**config.mk**
```make
export PLATFORM = sky130hd
export DESIGN_NAME = mc_global_timer
export DESIGN_NICKNAME = d
export VERILOG_FILES = /design/src/rtl/gt_pkg.sv /design/src/rtl/gt_counter.sv /design/src/rtl/gt_bank.sv /design/src/rtl/mc_global_timer.sv
export SDC_FILE = /design/constraint.sdc
export NUM_CORES = 2
export LEC_CHECK = 0
export BUFFER_PORTS_ARGS = -buffer_cell sky130_fd_sc_hd__buf_2
export CORE_MARGIN = 8
export CORE_UTILIZATION = 24
export DETAILED_ROUTE_END_ITERATION = 7
export PLACE_DENSITY_LB_ADDON = 0.3
export SYNTH_ARGS = -nofsm -noshare
export SYNTH_HDL_FRONTEND = slang
export SYNTH_SLANG_ARGS = --single-unit
```
**constraint.sdc**
```tcl
create_clock -name clk_i -period 6.6 [get_ports clk_i]
set_clock_uncertainty 0.1 [all_clocks]
set_input_delay 0.33 -clock clk_i [delete_from_list [all_inputs] [get_ports clk_i]]
set_output_delay 0.33 -clock clk_i [all_outputs]
set_load 0.01 [all_outputs]
```
**src/rtl/gt_pkg.sv**
```systemverilog
package gt_pkg;

    // Word index inside the register window (byte address bits 4:2)
    localparam logic [2:0] W_CNT_LO  = 3'd0;
    localparam logic [2:0] W_CNT_HI  = 3'd1;
    localparam logic [2:0] W_CTRL    = 3'd2;
    localparam logic [2:0] W_STATUS  = 3'd3;
    localparam logic [2:0] W_CMP_LO  = 3'd4;
    localparam logic [2:0] W_CMP_HI  = 3'd5;
    localparam logic [2:0] W_STEP    = 3'd6;

    // Control word bit positions
    localparam int B_RUN      = 0;
    localparam int B_CMP_EN   = 1;
    localparam int B_IRQ_EN   = 2;
    localparam int B_AUTO     = 3;
    localparam int B_PRE_LSB  = 8;

    typedef struct packed {
        logic cmp_en;
        logic irq_en;
        logic auto_en;
    } bank_ctrl_t;

endpackage

```
**src/rtl/gt_counter.sv**
```systemverilog
module gt_counter #(
    parameter int DATA_W = 32,
    parameter int PRE_W  = 8,
    localparam int CNT_W = 2 * DATA_W
) (
    input  logic              clk_i,
    input  logic              rst_ni,
    input  logic              run_i,
    input  logic [PRE_W-1:0]  presc_i,
    input  logic              wr_lo_i,
    input  logic              wr_hi_i,
    input  logic [DATA_W-1:0] wdata_i,
    output logic [CNT_W-1:0]  cnt_o
);

    typedef struct packed {
        logic [CNT_W-1:0] cnt;
        logic [PRE_W-1:0] pre;
    } cnt_state_t;

    cnt_state_t st_d, st_q;

    always_comb begin
        st_d = st_q;
        if (run_i) begin
            if (st_q.pre == presc_i) begin
                st_d.pre = '0;
                st_d.cnt = st_q.cnt + CNT_W'(1);
            end else begin
                st_d.pre = st_q.pre + PRE_W'(1);
            end
        end else begin
            st_d.pre = '0;
            if (wr_lo_i) begin
                st_d.cnt[DATA_W-1:0] = wdata_i;
            end
            if (wr_hi_i) begin
                st_d.cnt[CNT_W-1:DATA_W] = wdata_i;
            end
        end
    end

    always_ff @(posedge clk_i or negedge rst_ni) begin
        if (!rst_ni) begin
            st_q <= '0;
        end else begin
            st_q <= st_d;
        end
    end

    assign cnt_o = st_q.cnt;

    AST_CNT_HOLD: assert property (@(posedge clk_i) disable iff (!rst_ni)
        (!run_i && !wr_lo_i && !wr_hi_i) |=> $stable(cnt_o));

    AST_CNT_STEP: assert property (@(posedge clk_i) disable iff (!rst_ni)
        run_i |=> (cnt_o == $past(cnt_o) || cnt_o == $past(cnt_o) + CNT_W'(1)));

endmodule

```
**src/rtl/gt_bank.sv**
```systemverilog
module gt_bank
    import gt_pkg::*;
#(
    parameter int DATA_W = 32,
    localparam int CNT_W  = 2 * DATA_W,
    localparam int STEP_W = $clog2(CNT_W)
) (
    input  logic              clk_i,
    input  logic              rst_ni,
    input  logic              run_i,
    input  logic [CNT_W-1:0]  cnt_i,
    input  logic [DATA_W-1:0] wdata_i,
    input  logic              wr_ctrl_i,
    input  logic              wr_stat_i,
    input  logic              wr_cmp_lo_i,
    input  logic              wr_cmp_hi_i,
    input  logic              wr_step_i,
    output bank_ctrl_t        ctrl_o,
    output logic              status_o,
    output logic [CNT_W-1:0]  cmp_o,
    output logic [DATA_W-1:0] step_o,
    output logic              irq_o
);

    typedef struct packed {
        bank_ctrl_t        ctrl;
        logic              status;
        logic [CNT_W-1:0]  cmp;
        logic [DATA_W-1:0] step;
        logic              busy;
        logic [CNT_W-1:0]  dvd;
        logic [DATA_W-1:0] rem;
        logic [STEP_W-1:0] idx;
        logic [CNT_W-1:0]  target;
    } bank_state_t;

    bank_state_t st_d, st_q;

    logic              hit;
    logic [CNT_W-1:0]  gap;
    logic [CNT_W-1:0]  step_ext;
    logic              step_nz;
    logic [DATA_W:0]   rem_sh;
    logic [DATA_W:0]   rem_nx;
    logic              cmp_wr_any;

    assign step_ext   = CNT_W'(st_q.step);
    assign step_nz    = (st_q.step != '0);
    assign gap        = cnt_i - st_q.cmp;
    assign hit        = run_i && st_q.ctrl.cmp_en && (cnt_i >= st_q.cmp) && !st_q.busy;
    assign cmp_wr_any = wr_cmp_lo_i || wr_cmp_hi_i || wr_step_i;

    // One restoring remainder step: shift in the next gap bit, subtract if it fits
    always_comb begin
        rem_sh = {st_q.rem, st_q.dvd[CNT_W-1]};
        if (rem_sh >= {1'b0, st_q.step}) begin
            rem_nx = rem_sh - {1'b0, st_q.step};
        end else begin
            rem_nx = rem_sh;
        end
    end

    always_comb begin
        st_d = st_q;

        if (wr_ctrl_i) begin
            st_d.ctrl.cmp_en  = wdata_i[B_CMP_EN];
            st_d.ctrl.irq_en  = wdata_i[B_IRQ_EN];
            st_d.ctrl.auto_en = wdata_i[B_AUTO];
        end

        if (wr_stat_i && wdata_i[0]) begin
            st_d.status = 1'b0;
        end

        if (st_q.busy) begin
            st_d.rem = rem_nx[DATA_W-1:0];
            st_d.dvd = st_q.dvd << 1;
            st_d.idx = st_q.idx + STEP_W'(1);
            if (st_q.idx == STEP_W'(CNT_W - 1)) begin
                st_d.busy = 1'b0;
                st_d.cmp  = st_q.target - CNT_W'(rem_nx[DATA_W-1:0]);
            end
        end

        if (hit) begin
            st_d.status = 1'b1;
            if (st_q.ctrl.auto_en && step_nz) begin
                if (gap < step_ext) begin
                    st_d.cmp = st_q.cmp + step_ext;
                end else begin
                    st_d.busy   = 1'b1;
                    st_d.dvd    = gap;
                    st_d.rem    = '0;
                    st_d.idx    = '0;
                    st_d.target = cnt_i + step_ext;
                end
            end
        end

        if (cmp_wr_any) begin
            st_d.busy = 1'b0;
        end
        if (wr_cmp_lo_i) begin
            st_d.cmp[DATA_W-1:0] = wdata_i;
        end
        if (wr_cmp_hi_i) begin
            st_d.cmp[CNT_W-1:DATA_W] = wdata_i;
        end
        if (wr_step_i) begin
            st_d.step = wdata_i;
        end
    end

    always_ff @(posedge clk_i or negedge rst_ni) begin
        if (!rst_ni) begin
            st_q <= '0;
        end else begin
            st_q <= st_d;
        end
    end

    assign ctrl_o   = st_q.ctrl;
    assign status_o = st_q.status;
    assign cmp_o    = st_q.cmp;
    assign step_o   = st_q.step;
    assign irq_o    = st_q.status && st_q.ctrl.irq_en;

    AST_FLAG_STICKY: assert property (@(posedge clk_i) disable iff (!rst_ni)
        (status_o && !wr_stat_i) |=> status_o);

    AST_EVENT_SETS: assert property (@(posedge clk_i) disable iff (!rst_ni)
        (run_i && ctrl_o.cmp_en && (cnt_i >= cmp_o) && !st_q.busy) |=> status_o);

    AST_FAST_PAST: assert property (@(posedge clk_i) disable iff (!rst_ni)
        (hit && ctrl_o.auto_en && step_nz && (gap < step_ext) && !cmp_wr_any)
        |=> (cmp_o > $past(cnt_i)));

    AST_CMP_FROZEN: assert property (@(posedge clk_i) disable iff (!rst_ni)
        (!(ctrl_o.auto_en && step_nz) && !st_q.busy && !wr_cmp_lo_i && !wr_cmp_hi_i)
        |=> $stable(cmp_o));

endmodule

```
**src/rtl/mc_global_timer.sv**
```systemverilog
module mc_global_timer
    import gt_pkg::*;
#(
    parameter int NUM_CORES = 2,
    parameter int DATA_W    = 32,
    parameter int PRE_W     = 8,
    localparam int CORE_W   = (NUM_CORES > 1) ? $clog2(NUM_CORES) : 1,
    localparam int CNT_W    = 2 * DATA_W
) (
    input  logic                 clk_i,
    input  logic                 rst_ni,
    input  logic                 bus_valid_i,
    input  logic                 bus_write_i,
    input  logic [4:0]           bus_addr_i,
    input  logic [DATA_W-1:0]    bus_wdata_i,
    input  logic [CORE_W-1:0]    bus_core_i,
    output logic [DATA_W-1:0]    bus_rdata_o,
    output logic [NUM_CORES-1:0] irq_o
);

    typedef struct packed {
        logic             run;
        logic [PRE_W-1:0] presc;
    } glob_t;

    glob_t g_d, g_q;

    logic [2:0]  word;
    logic        acc_ok;
    logic        wr_ok;
    logic        rd_ok;
    logic [CNT_W-1:0] cnt;

    bank_ctrl_t        bk_ctrl   [NUM_CORES];
    logic              bk_status [NUM_CORES];
    logic [CNT_W-1:0]  bk_cmp    [NUM_CORES];
    logic [DATA_W-1:0] bk_step   [NUM_CORES];

    assign word   = bus_addr_i[4:2];
    assign acc_ok = bus_valid_i && (bus_addr_i[1:0] == 2'b00)
                    && (int'(bus_core_i) < NUM_CORES);
    assign wr_ok  = acc_ok && bus_write_i;
    assign rd_ok  = acc_ok && !bus_write_i;

    // Shared control fields
    always_comb begin
        g_d = g_q;
        if (wr_ok && word == W_CTRL) begin
            g_d.run   = bus_wdata_i[B_RUN];
            g_d.presc = bus_wdata_i[B_PRE_LSB +: PRE_W];
        end
    end

    always_ff @(posedge clk_i or negedge rst_ni) begin
        if (!rst_ni) begin
            g_q <= '0;
        end else begin
            g_q <= g_d;
        end
    end

    gt_counter #(
        .DATA_W (DATA_W),
        .PRE_W  (PRE_W)
    ) u_counter (
        .clk_i   (clk_i),
        .rst_ni  (rst_ni),
        .run_i   (g_q.run),
        .presc_i (g_q.presc),
        .wr_lo_i (wr_ok && word == W_CNT_LO),
        .wr_hi_i (wr_ok && word == W_CNT_HI),
        .wdata_i (bus_wdata_i),
        .cnt_o   (cnt)
    );

    for (genvar c = 0; c < NUM_CORES; c++) begin : g_bank
        logic mine;
        assign mine = wr_ok && (int'(bus_core_i) == c);

        gt_bank #(
            .DATA_W (DATA_W)
        ) u_bank (
            .clk_i       (clk_i),
            .rst_ni      (rst_ni),
            .run_i       (g_q.run),
            .cnt_i       (cnt),
            .wdata_i     (bus_wdata_i),
            .wr_ctrl_i   (mine && word == W_CTRL),
            .wr_stat_i   (mine && word == W_STATUS),
            .wr_cmp_lo_i (mine && word == W_CMP_LO),
            .wr_cmp_hi_i (mine && word == W_CMP_HI),
            .wr_step_i   (mine && word == W_STEP),
            .ctrl_o      (bk_ctrl[c]),
            .status_o    (bk_status[c]),
            .cmp_o       (bk_cmp[c]),
            .step_o      (bk_step[c]),
            .irq_o       (irq_o[c])
        );
    end

    // Read path: select the addressed bank, then the addressed word
    bank_ctrl_t        s_ctrl;
    logic              s_status;
    logic [CNT_W-1:0]  s_cmp;
    logic [DATA_W-1:0] s_step;

    always_comb begin
        s_ctrl   = '0;
        s_status = 1'b0;
        s_cmp    = '0;
        s_step   = '0;
        for (int c = 0; c < NUM_CORES; c++) begin
            if (int'(bus_core_i) == c) begin
                s_ctrl   = bk_ctrl[c];
                s_status = bk_status[c];
                s_cmp    = bk_cmp[c];
                s_step   = bk_step[c];
            end
        end
    end

    always_comb begin
        bus_rdata_o = '0;
        if (rd_ok) begin
            case (word)
                W_CNT_LO: bus_rdata_o = cnt[DATA_W-1:0];
                W_CNT_HI: bus_rdata_o = cnt[CNT_W-1:DATA_W];
                W_CTRL: begin
                    bus_rdata_o[B_RUN]                 = g_q.run;
                    bus_rdata_o[B_PRE_LSB +: PRE_W]    = g_q.presc;
                    bus_rdata_o[B_CMP_EN]              = s_ctrl.cmp_en;
                    bus_rdata_o[B_IRQ_EN]              = s_ctrl.irq_en;
                    bus_rdata_o[B_AUTO]                = s_ctrl.auto_en;
                end
                W_STATUS: bus_rdata_o[0] = s_status;
                W_CMP_LO: bus_rdata_o = s_cmp[DATA_W-1:0];
                W_CMP_HI: bus_rdata_o = s_cmp[CNT_W-1:DATA_W];
                W_STEP:   bus_rdata_o = s_step;
                default:  bus_rdata_o = '0;
            endcase
        end
    end

    AST_RD_HOLE_ZERO: assert property (@(posedge clk_i) disable iff (!rst_ni)
        (bus_valid_i && !bus_write_i && (bus_addr_i[1:0] != 2'b00 || bus_addr_i[4:2] == 3'd7))
        |-> (bus_rdata_o == '0));

    AST_CTRL_HOLE_WR: assert property (@(posedge clk_i) disable iff (!rst_ni)
        (!(bus_valid_i && bus_write_i && bus_addr_i == 5'h08)) |=> $stable(g_q));

endmodule

```
== Yosys cells after proc, flatten, opt, wreduce, memory -nomap -nowiden ==
Index checks and enable logic that the tools add are counted.

* Add/subtract/negate cells: 14
* $lt $le $gt $ge: 6
* Equal/unequal tests: 10
* Mux-type cells: 45
* Bitwise gates (word level): 3
* Reduce and logical (&&, ||, !) cells: 49

{| class="wikitable"
|+ Operators with widths
! kind !! number
|-
| $mux W167 || 6
|-
| $mux W64 || 10
|-
| $mux W32 || 10
|-
| $add A64 B32 Y64 || 4
|-
| $mux W103 || 2
|-
| $mux W65 || 2
|-
| $ge A64 B64 Y1 || 2
|-
| $lt A64 B32 Y1 || 2
|-
| $sub A64 B32 Y64 || 2
|-
| $sub A64 B64 Y64 || 2
|-
| $pmux W16 S5 || 1
|-
| $mux W72 || 1
|-
| $ge A33 B32 Y1 || 2
|-
| $add A64 B1 Y64 const B || 1
|-
| $reduce_bool A32 Y1 || 2
|-
| $sub A32 B32 Y32 || 2
|-
| $pmux W8 S6 || 1
|-
| $logic_and A1 B1 Y1 || 30
|-
| $pmux W4 S5 || 1
|-
| $pmux W3 S6 || 1
|-
| $add A6 B1 Y6 const B || 2
|-
| $eq A6 B6 Y1 const B || 2
|-
| $eq A3 B3 Y1 const B || 3
|-
| $add A8 B1 Y8 const B || 1
|-
| other kinds (16) || 35
|}

* Register bits after elaboration: 615
* Input port bits: 42
* Output and inout port bits: 34
* Word-level logic and storage cells: 154

== Logic depth before layout (Yosys ltp) ==
* Word-level depth: 9
* Mapped depth: 36
* Depth with buffers taken out: 33

== Modules after synthesis ==
Synthesis repeated with hierarchy kept, for this count alone.

* Cells, all modules: 7720
* Area, all modules: 60767.0 um^2

{| class="wikitable"
|+ By module, submodules not included
! module !! times used !! cells an instance !! area an instance (um^2) !! seq. area each (um^2)
|-
| gt_bank (g_bank[1].u_bank) || 1 || 3391 || 26480.4 || 6681.4
|-
| gt_bank (g_bank[0].u_bank) || 1 || 3332 || 26456.6 || 6681.4
|-
| gt_counter || 1 || 651 || 5202.5 || 1801.7
|-
| mc_global_timer || 1 || 346 || 2627.5 || 225.2
|}

== Worst setup path after synthesis ==
OpenSTA, ideal clock, no wires.

* Kind: register to register
* Start point: register g_bank[1].u_bank.st_q, in the netlist g_bank[1].u_bank.step_o[1]
* End point: register g_bank[1].u_bank.st_q, in the netlist g_bank[1].u_bank.cmp_o[48]
* Setup time: 0.077 ns
* Data arrival time: 6.362 ns
* Data required time: 6.423 ns
* Slack: 0.060 ns
* Stages on the path, launching flop included: 28
* Buffers on the path: 3
* Period minus slack after synthesis: 6.540 ns
* Path through: dfrtp_1 > inv_1 > ha_1 > nor2b_4 > o31a_1 > o31a_2 > o21a_1 > o31ai_1 > buf_2 > buf_1 > clkbuf_1 > a21oi_1 > ha_1 > a21oi_1 > nand2_1 > a21oi_1 > nor2b_1 > o32ai_1 > a21oi_1 > a311oi_2 > o211ai_2 > a221oi_2 > and4bb_2 > or4_4 > a21o_4 > mux2i_1 > o32a_2 > a21oi_1

{| class="wikitable"
|+ RTL lines
! element !! RTL line !! source
|-
| start, declared || gt_bank.sv:37 || <nowiki>bank_state_t st_d, st_q;</nowiki>
|-
| start signal, assigned || gt_bank.sv:119 || <nowiki>st_q <= st_d;</nowiki>
|}

==> impl_metrics.xml <==
<?xml version="1.0" encoding="UTF-8"?>
<metrics>
  <group name="place">
    <metric name="port_buffers" unit="">75</metric>
    <metric name="placement.setup.worst_slack" unit="ns">-0.566</metric>
    <metric name="detailed_place_hpwl" unit="mm">218</metric>
    <metric name="finalWeightedCongestion" unit="">1.01</metric>
  </group>
  <group name="timing">
    <metric name="achievable-frequency" unit="MHz">148</metric>
    <metric name="worst_pin_slew" unit="ns">1.54</metric>
    <metric name="final_hold_vios" unit="">0</metric>
    <metric name="finalSetupViolations" unit="">48</metric>
    <metric name="setup_repair_after_global_routing_missed_its_margin" unit="">true</metric>
    <metric name="slew_viol_final" unit="">2</metric>
    <metric name="finalWorstPathRequiredPeriod" unit="ns">6.75</metric>
    <metric name="final_min_period_over_clock_period" unit="%">102</metric>
    <metric name="setup_ws" unit="ns">-0.148</metric>
    <metric name="timing.slew.headroom" unit="%">-3.89</metric>
  </group>
  <group name="power">
    <metric name="power_frac_clock" unit="%">13.2</metric>
    <metric name="power.share.combinational" unit="%">70.4</metric>
    <metric name="cell_internal_pwr" unit="mW">17.8</metric>
    <metric name="total_switching_power" unit="mW">19.0</metric>
    <metric name="ir_worst_vdd" unit="V">0.000203</metric>
    <metric name="leakagePower" unit="nW">32.6</metric>
    <metric name="swShare" unit="%">51.7</metric>
    <metric name="power.density_cell_area" unit="nW/µm²">509</metric>
    <metric name="pwr-share-seq" unit="%">16.4</metric>
  </group>
  <group name="die">
    <metric name="placeableCoreArea" unit="µm²">237000</metric>
    <metric name="initial_core_util" unit="%">24.1</metric>
    <metric name="die_x" unit="µm">504</metric>
    <metric name="fp.dieArea" unit="µm²">254000</metric>
    <metric name="rows" unit="">179</metric>
    <metric name="num_io_pins" unit="">76</metric>
    <metric name="die_height" unit="µm">504</metric>
  </group>
  <group name="outcome">
    <metric name="failed_checks" unit="">design-rule violations, max-capacitance violations, max-slew violations, negative setup slack</metric>
    <metric name="outcome" unit="">complete, but fails checks</metric>
  </group>
  <group name="critical_path">
    <metric name="critical_path.slowest_cell" unit="">sky130_fd_sc_hd__dfrtp_2</metric>
    <metric name="most_common_cell_type_on_the_critical_path" unit="">sky130_fd_sc_hd__buf_4</metric>
    <metric name="worst_setup_path_start_kind" unit="">flop</metric>
    <metric name="critical_path.max_stage_delay" unit="ns">0.40</metric>
    <metric name="worst_path_class_setup" unit="">reg -&gt; reg</metric>
    <metric name="arrival" unit="ns">7.28</metric>
    <metric name="worst-path-max-fanout" unit="">7</metric>
    <metric name="worst_setup_path_end_kind" unit="">flop</metric>
    <metric name="cp_data_required_time" unit="ns">7.14</metric>
  </group>
  <group name="synth">
    <metric name="synthTopCellsByCount" unit="">sky130_fd_sc_hd__nand2_1, sky130_fd_sc_hd__nor2_1, sky130_fd_sc_hd__a21oi_1</metric>
    <metric name="yosysMostFrequentCell" unit="">sky130_fd_sc_hd__nand2_1</metric>
    <metric name="yosys_register_bits" unit="">615</metric>
    <metric name="synth_top_cell_area_share" unit="%">26.9</metric>
    <metric name="synth.yosys.warnings" unit="">0</metric>
    <metric name="netlist_top_cells_area" unit="">sky130_fd_sc_hd__dfrtp_1, sky130_fd_sc_hd__ha_1, sky130_fd_sc_hd__a21oi_1, sky130_fd_sc_hd__o21ai_0, sky130_fd_sc_hd__nand2_1</metric>
    <metric name="number_of_standard_cells_after_synthesis" unit="">7317</metric>
    <metric name="post_synth_instance_area" unit="µm²">57200</metric>
    <metric name="postSynthAreaPerCell" unit="µm²">7.82</metric>
    <metric name="postSynthNetCount" unit="">7791</metric>
    <metric name="yosys.cell_types.count" unit="">114</metric>
    <metric name="postSynth.asyncResetShare" unit="%">100</metric>
    <metric name="synth_top_area_cell" unit="">sky130_fd_sc_hd__dfrtp_1</metric>
    <metric name="synth_edf_count" unit="">0</metric>
    <metric name="yosys_most_used_dff" unit="">sky130_fd_sc_hd__dfrtp_1</metric>
    <metric name="yosysSeqAreaShare" unit="%">26.9</metric>
  </group>
  <group name="clock_tree">
    <metric name="cts_sinks" unit="">615</metric>
    <metric name="cts_made_buffers" unit="">86</metric>
    <metric name="clk_pin_slew" unit="ns">0.06</metric>
    <metric name="cts_max_level" unit="">3</metric>
    <metric name="worstSkewPairLatency" unit="ns">0.71</metric>
    <metric name="cts-root-to-sink-buffers" unit="">3</metric>
    <metric name="root_buffer" unit="">sky130_fd_sc_hd__clkbuf_16</metric>
    <metric name="cts_tree" unit="">built</metric>
  </group>
  <group name="cells_and_area">
    <metric name="final_standard_cell_utilization_of_the_core" unit="%">30.5</metric>
    <metric name="ff_latch_area" unit="µm²">15400</metric>
    <metric name="final_nets" unit="">8365</metric>
    <metric name="multi_input_area" unit="µm²">41000</metric>
    <metric name="area_growth" unit="%">26.4</metric>
    <metric name="filler_cell_count" unit="">25400</metric>
    <metric name="post_route_cells_drive_above_1_share" unit="%">19.7</metric>
  </group>
  <group name="routing">
    <metric name="drt-vias-per-instance" unit="">5.37</metric>
    <metric name="wirelength" unit="mm">286</metric>
    <metric name="drt_first_iter_violations" unit="">6107</metric>
    <metric name="drc" unit="">2</metric>
    <metric name="drt_first_pass_iters" unit="">8</metric>
    <metric name="final_antenna_net_count" unit="">0</metric>
    <metric name="wl_per_cell" unit="µm">25.6</metric>
    <metric name="routed-via-count" unit="">59900</metric>
  </group>
  <group name="grt">
    <metric name="antenna_found_initial" unit="">23</metric>
    <metric name="grtUsageTotal" unit="%">20.7</metric>
    <metric name="grt_pass1_vias" unit="">56800</metric>
    <metric name="first_pass_grt_wire_length" unit="mm">398</metric>
    <metric name="grt_max_degree" unit="">140</metric>
    <metric name="global_route.overflow_total" unit="">0</metric>
  </group>
  <group name="run">
    <metric name="max_capacitance_violation_count" unit="">1</metric>
  </group>
  <group name="min_path">
    <metric name="hp-class" unit="">in -&gt; reg</metric>
  </group>
</metrics>
-- cell usage in the layout, fill, tap and decap left out, drive strengths merged, types with 88 or more instances in the layout --
| cell | instances |
|---|---|
| xor2 | 207 |
| buf | 859 |
| mux2 | 88 |
| nor2 | 674 |
| a21oi | 671 |
| nand4 | 102 |
| nand3 | 177 |
| mux2i | 207 |
| a31oi | 95 |
| clkbuf | 152 |
| o21ai | 613 |
| inv | 327 |
| nor3 | 152 |
| nor2b | 103 |
| nand2 | 741 |
| xnor2 | 273 |
| ha | 422 |
| dfrtp | 615 |
| a21o | 205 |
| a211oi | 140 |
-- final timing paths --
kind                                              endpoint                      start  depth (start not counted)  slack (ns)
worst max register to register  g_bank[0].u_bank.cmp_o[32]         u_counter.cnt_o[2]                         32       -0.15
worst max-delay path            g_bank[0].u_bank.cmp_o[32]         u_counter.cnt_o[2]                         32       -0.15
min in group asynchronous       g_bank[0].u_bank.st_q[161]                     rst_ni                          2        0.21
worst min register to register   g_bank[1].u_bank.st_q[14]  g_bank[1].u_bank.st_q[14]                          2        0.39
max in group asynchronous       g_bank[0].u_bank.st_q[166]                     rst_ni                          3        4.73
worst min-delay path            g_bank[1].u_bank.cmp_o[13]            bus_wdata_i[13]                          3        0.07
-- critical path, delay by kind of cell, from the launching register on --
family	cells	cell delay (ns)
adder cells (fa/ha/maj)	2	0.65
AO/OA/AOI/OAI	17	3.02
AND/OR/NAND/NOR	8	1.57
flip-flops	1	0.40
XOR/XNOR	1	0.25
buffers and inverters	4	0.69
-- power groups by stage --
stage                     clock [mW]  combinational, mW  sequential [mW]
final                           4.87               25.9             6.03
after global routing            5.09               28.1             6.08
after CTS                       4.97               24.7             5.95
after detailed placement           0               24.2             6.00
after global placement             0               24.1             6.01
after floorplan                    0               15.2             5.35
-- stage by stage --
step	instances	instance area, µm²	TNS, ns	total power [mW]	hold WS (ns)
finish	11100	72400	-2.26	36.8	0.0749
CTS	11000	69100	0	35.6	0.00769
detailed placement	10900	65700	-83.58	30.2	0.366
global route	11100	72400	-88.65	39.2	0.0455
global placement	10900	65700	-62.87	30.1	0.368
floorplan	7317	57200	0	20.5	-0.0656
-- area by class of cell --
| cell class | count | share of cell area [%] |
|---|---|---|
| diodes | 17 | 0.0588 |
| multi-input cells | 5962 | 56.7 |
| well taps | 3167 | 5.48 |
| clock buffers | 126 | 3.45 |
| clock inverters | 28 | 0.505 |
| flip-flops and latches | 615 | 21.3 |
| inverters | 327 | 1.70 |
| repair buffers | 899 | 10.9 |
-- flip-flops by register name (all words and copies together) (netlist names) --
name / count
g_q: 9
g_bank.u_bank.status_o: 2
g_bank.u_bank.cmp_o: 128
g_bank.u_bank.st_q: 268
u_counter.cnt_o: 64
g_bank.u_bank.step_o: 64
u_counter.st_q: 8
g_bank.u_bank.ctrl_o: 6
g_bank.u_bank.rem_sh: 66
-- cells by family (layout without fill, tap and decap cells) --
group | after synthesis | after routing | share of synthesized area, %
other cells | 0 | 17 | 0
compound gates | 2369 | 2369 | 26.2
mux | 295 | 295 | 5.36
buf+inv | 743 | 1380 | 5.02
flops | 615 | 615 | 26.9
simple gates | 2358 | 2361 | 19.2
xor+xnor | 480 | 480 | 7.36
fa+ha+maj | 457 | 457 | 10.0
-- repair_timing --
action	4_1_cts	5_1_grt
resized for setup	77	542
hold buffers	13	0
cloned	3	40
pin swaps	25	203
setup buffers	10	51
setup endpoints to repair	457	462
endpoints found under the hold margin	107	0
-- metal layers --
layer  GRT usage [%]  wire (µm)  vias up
li1                -          -    27700
met1            28.2     124000    29200
met2            30.6     120000     2367
met5               0         13        -
met4            13.4      23100        2
met3            2.74      18800      577
(Power assumes the default switching activity.)
